File: src/rtl/gpio_irq_agg.sv
module gpio_irq_agg #(
  parameter int NPINS  = 95,
  parameter int WORD_W = 32,
  localparam int NWORDS = (NPINS + WORD_W - 1) / WORD_W,
  localparam int SEL_W  = (NWORDS > 1) ? $clog2(NWORDS) : 1
) (
  input  logic              clk,
  input  logic              rst_n,
  input  logic [NPINS-1:0]  pin_i,
  input  logic [NPINS-1:0]  trig_level_i,
  input  logic [NPINS-1:0]  trig_inv_i,
  input  logic [NPINS-1:0]  owned_i,
  input  logic              clr_we_i,
  input  logic [SEL_W-1:0]  clr_sel_i,
  input  logic [WORD_W-1:0] clr_data_i,
  input  logic              en_we_i,
  input  logic [SEL_W-1:0]  en_sel_i,
  input  logic [WORD_W-1:0] en_data_i,
  output logic [NPINS-1:0]  stat_o,
  output logic [NPINS-1:0]  en_o,
  output logic              irq_o
);

  logic [NPINS-1:0] prev_q, clr_hit, en_hit, en_word, evt;

  for (genvar i = 0; i < NPINS; i++) begin : g_pin
    localparam int W = i / WORD_W;
    localparam int B = i % WORD_W;
    assign clr_hit[i] = clr_we_i && (clr_sel_i == SEL_W'(W)) && clr_data_i[B];
    assign en_hit[i]  = en_we_i && (en_sel_i == SEL_W'(W));
    assign en_word[i] = en_data_i[B];
  end

  wire [NPINS-1:0] rise    = pin_i & ~prev_q;
  wire [NPINS-1:0] fall    = ~pin_i & prev_q;
  wire [NPINS-1:0] lvl_act = ~(pin_i ^ trig_inv_i);
  wire [NPINS-1:0] edg_act = (rise & ~trig_inv_i) | (fall & trig_inv_i);

  assign evt = owned_i & ((trig_level_i & lvl_act) | (~trig_level_i & edg_act));

  always_ff @(posedge clk) begin
    if (!rst_n) begin
      prev_q <= pin_i;
      stat_o <= '0;
      en_o   <= '0;
      irq_o  <= 1'b0;
    end else begin
      prev_q <= pin_i;
      stat_o <= evt | (stat_o & ~clr_hit);
      en_o   <= (en_o & ~en_hit) | (en_word & en_hit);
      irq_o  <= |(stat_o & en_o);
    end
  end

  logic unused_bits;
  assign unused_bits = &{1'b0, clr_data_i, en_data_i};

endmodule

File: config.mk
export PLATFORM = sky130hd
export DESIGN_NAME = gpio_irq_agg
export DESIGN_NICKNAME = d
export VERILOG_FILES = /design/src/rtl/gpio_irq_agg.sv
export SDC_FILE = /design/constraint.sdc
export NUM_CORES = 1
export LEC_CHECK = 0
export ABC_CLOCK_PERIOD_IN_PS = 1100
export BUFFER_PORTS_ARGS = -buffer_cell sky130_fd_sc_hd__clkbuf_2
export CORE_AREA = 2 2 250 252
export DETAILED_ROUTE_END_ITERATION = 10
export DIE_AREA = 0 0 252 254
export PLACE_DENSITY_LB_ADDON = 0.3
export SKIP_LAST_GASP = 1
export SYNTH_ARGS = -nofsm -noshare
export SYNTH_HDL_FRONTEND = slang
export SYNTH_SLANG_ARGS = --single-unit
File: constraint.sdc
create_clock -name clk -period 1.1 [get_ports clk]
set_input_delay 0.165 -clock clk [delete_from_list [all_inputs] [get_ports clk]]
set_output_delay 0.165 -clock clk [all_outputs]
set_load 0.02 [all_outputs]
# After elaboration in Yosys (flattened, before gate mapping)
# Cells that the tools add are included.
# Widths: inputs -> output; s select.
# op_classes
eq_ne	4
n_bitwise	23
reduce_logical	104
# ops
cell	n
$and 95x95->95	11
$not 95->95	7
$or 95x95->95	4
$logic_and 1x1->1	101
$reduce_or 95->1	1
$xor 95x95->95	1
$eq 2x1->1 const B	2
$eq 2x2->1 const B	2
$logic_not 2->1	2
# word_totals
ff_bits	286
in_bits	452
output_inout_bits	191
wordCells	135

# Longest topological paths before layout
# logic_depth
word_depth	8
ltp_mapped	6
mapped_depth_nobuf	5

# Least setup slack after synthesis
# Ideal clock, no wire load.
# synth_timing
kind	register to register
start	reg stat_o[77]
end	reg irq_o
setup_ns	0.131
arrival_ns	1.169
t_required_ns	0.969
setup_slack_ns	-0.200
stages_incl_launch_ff	6
n_path_buf	0
period_less_slack_ns	1.300
cell_sequence	dfxtp_1 > a22o_1 > a221oi_2 > nand3_1 > nor4_1 > a31oi_1
# synth_via
elab_chain_len	2
# synth_rtl
item	line	text
from (decl)	19	output logic [NPINS-1:0] stat_o,
from (signal assigned)	49	stat_o <= evt | (stat_o & ~clr_hit);
$and 95x95->95	51	irq_o <= |(stat_o & en_o);
$reduce_or 95->1	51	
to (signal assigned)	51	
to (decl)	21	output logic irq_o
# No other way between the ends.
# A chain may end at the register's enable or synchronous reset.

# Final worst setup path
# layout_timing
start	reg stat_o[93]
end	reg irq_o
# Same word-level chain as after synthesis.

==> flow_summary_export.csv <==
group,metric,value,unit
sta,timing.final.setup_violations,193,
power_and_ir_drop,worst_ir_drop_on_vdd,0.001115,V
sta,timing.final.hold_violations,0,
place,dpl_cell_area,0.01874,mm2
drt,viasPerCell,4.587,
critical_path,crit_chain,"a22o_1 -> a221oi_2 -> buf_4 -> nand4_1 -> nor3_1 -> a31oi_1",
critical_path,type_of_element_capturing_the_critical_path,"register",
drt,drt_iter0_drc,762,
drt,route.antenna.remaining_nets,0,
synth,dominant_cell_by_count_in_the_synthesized_netlist,"nand2_1",
place,placement.setup.worst_slack,-0.6905,ns
cells_and_area,layout.cell_area.non_filler,0.02634,mm2
cts,max-clock-path-buffers,3,
sta,postLayoutSetupSlackWorst,-0.4293,ns
sta,period_share,139.0,%
power_and_ir_drop,fin_total_pwr,0.03201,W
critical_path,crit_required,1.52,ns
synth,synth.top_cells.by_area,"dfxtp_1 (47%), nand2_1 (17%), a21oi_1 (12%), mux2i_1 (7.7%), o211ai_1 (5.8%)",
cells_and_area,final_cell_count_no_fill,3623,
flow_run,total_of_max_cap_violations,0,
critical_path,timing.critical_path.slowest_stage_cell,"dfxtp_2",
sta,period_minus_slack,1.529,ns
die,dieArea,0.06401,mm2
critical_path,critPathLaunchType,"register",
critical_path,critical_path_arrival,1.95,ns
cells_and_area,finalNetCount,3253,
place,detailedPlacementHpwl,56830,um
place,place.gp.congestion,0.8423,
global_route,grt_util_all_layers,21.52,%
power_and_ir_drop,power.density,1215,mW/mm2
outcome,failed_checks,"setup timing",
global_route,grt_pass1_wl,101900,um
drt,total_number_of_vias,16620,
synth,synth_top_family_by_area,"simple AND/OR/NAND/NOR gates",
sta,maxSlewViolCount,0,
global_route,first_global_vias,17120,
power_and_ir_drop,leakage,11.71,nW
die,fp.coreArea,0.06126,mm2
synth,netlist_area,0.01223,mm2
sta,worst_clock_skew,0.01330,ns
synth,post_synth_mux_area_share,7.695,%
die,placementRows,91,
drt,pre_repair_dr_iteration_count,6,
synth,edff_count_synth,0,
critical_path,worstSetupPathType,"register to register",
synth,post-synth-top-area-cell,"dfxtp_1",
sta,tns,-34.08,ns
critical_path,crit_fanout,2,
synth,synth-async-reset-ratio,0,%
synth,syn-num-nets,2004,
critical_path,timing.critical_path.slowest_cell_delay,0.32,ns
synth,post_synth.cell_area_avg,7.879,um2
synth,area_share_of_fa_ha_maj_cells_after_synthesis,0,%
cells_and_area,layout-drive-gt1-share,47.21,%
die,die_height,254,um
global_route,antenna_found_initial,4,
drt,drcViolationCount,0,
cts,clkSinkCount,286,
cells_and_area,areaGrowthSynthToFinish,115.4,%
synth,yosysSeqAreaShare,46.82,%
cts,tritoncts.num_buffers,39,
synth,yosys_register_bits,286,
die,start_util,19.96,%
sta,fmax,653.9,MHz
place,dp_cells,3225,
sta,setup_repair_after_global_routing_missed_its_margin,"true",
synth,parity_gate_share_of_the_synthesized_area_counting_xor_and_xnor_cells,0,%
synth,post-synth-top-area-fraction,46.82,%
cts,ctsRootBufferMaster,"clkbuf_16",
drt,post_drt_wl_per_cell,20.14,um
outcome,status,"complete, but fails checks",
sta,max_slew.worst_pin.slew,0.4068,ns
place,placement.io_buffers,642,
synth,synthTopCellsByCount,"nand2_1 (569), dfxtp_1 (286), a21oi_1 (285), nor3_1 (95)",
synth,yosys_warnings,0,
cts,cts.clk_slew.worst_paths,0.06,ns
die,width_of_the_chip,252,um
global_route,grt_start_max_net_pins,39,
synth,synth_compound_area_share,20.69,%
sta,worst_slew_margin_relative_to_its_limit,72.76,%
global_route,grt.overflow.total,0,
min_path,hp-class,"primary input to register",
cts,insertion_delay_of_the_later_clocked_pin_in_the_worst_skew_pair,0.55,ns
synth,ys.flop_type,"dfxtp_1",
cts,cts_h_tree_depth,2,
synth,synth-simple-area-share,22.76,%
die,io-pin-count,643,
cts,tritoncts_clock_tree,"built",
synth,ys_types,29,
drt,route.final.wire_length,72960,um
synth,synthesis.instances,1552,
==> layout by cell type, fill, tap and decap left out, types with 3 or more instances in the layout <==
cell type / synthesis / final
nor3_2: 0 / 23
nor3_1: 95 / 72
mux2i_1: 94 / 94
a22oi_1: 35 / 33
dfxtp_2: 0 / 171
clkbuf_2: 0 / 451
nand4_1: 8 / 8
clkbuf_16: 0 / 50
dfxtp_4: 0 / 31
dfxtp_1: 286 / 84
a22o_1: 6 / 6
dlygate4sd3_1: 0 / 244
a221oi_2: 1 / 4
clkinv_2: 0 / 5
buf_8: 0 / 181
buf_4: 0 / 162
buf_12: 0 / 22
clkbuf_8: 0 / 9
clkbuf_1: 24 / 10
o211ai_1: 94 / 94
a21oi_1: 285 / 271
diode_2: 0 / 3
nand3_1: 3 / 3
a21oi_2: 0 / 14
buf_6: 3 / 190
nand2_1: 569 / 567
==> cell type report <==
type,count,area [um2]
clock inverters,11,117.6
multi-input cells,1213,6531
flip-flops and latches,286,6056
diodes,3,7.507
repair buffers,1260,11450
well taps,790,988.4
inverters,1,11.26
clock buffers,59,1174
fillers,5932,34920
==> power by group <==
part / switching, W / total, W / internal, W
clock: 0.00513 / 0.0130 / 0.00783
sequential: 0.000494 / 0.0115 / 0.0110
combinational: 0.00343 / 0.00754 / 0.00411
total: 0.00905 / 0.0320 / 0.0230
==> worst max-delay path: cells and delay by family, from the launching register on <==
family	cells	cell delay, ns
flip-flops	1	0.32
buffers and inverters	1	0.18
AO/OA/AOI/OAI	3	0.60
AND/OR/NAND/NOR	2	0.30
==> metrics by stage <==
step / hold slack, ns / utilization, %
2_1_floorplan: 0.1927 / -
3_3_place_gp: 0.2947 / 30.59
3_5_place_dp: 0.2967 / 30.59
4_1_cts: 0.002937 / 41.86
5_1_grt: 0.001618 / 43.00
6_report: 0.01517 / 43.00
==> logic make-up after synthesis <==
kind of cell	after synthesis
AOI/OAI and AO/OA	429
buffers and inverters	53
DFF	286
muxes	94
and+or+nand+nor	690
==> path summary, 6_finish.rpt <==
check	start	slack [ns]	endpoint	cells after the start
max	stat_o[93]	-0.43	irq_o	6
min	owned_i[24]	0.02	stat_o[24]	3
max reg2reg	stat_o[93]	-0.43	irq_o	6
min reg2reg	register	0.57	register	3
==> metal layers <==
metal / GRT usage (%) / vias to the layer above / part of all wire, %
li1: - / 8002 / -
met1: 23.59 / 7839 / 39
met2: 38.61 / 613 / 49
met3: 6.648 / 164 / 7.9
met4: 8.470 / 2 / 4.1
met5: 0 / - / 0.016
==> what timing repair did <==
action,CTS,global route
hold endpoints to repair,276,1
hold buffers,243,1
endpoints found under the setup margin,197,216
pin swaps,11,35
setup buffers,47,72
gates resized for setup,790,263
Note: power is estimated with default switching activity, not from simulation.
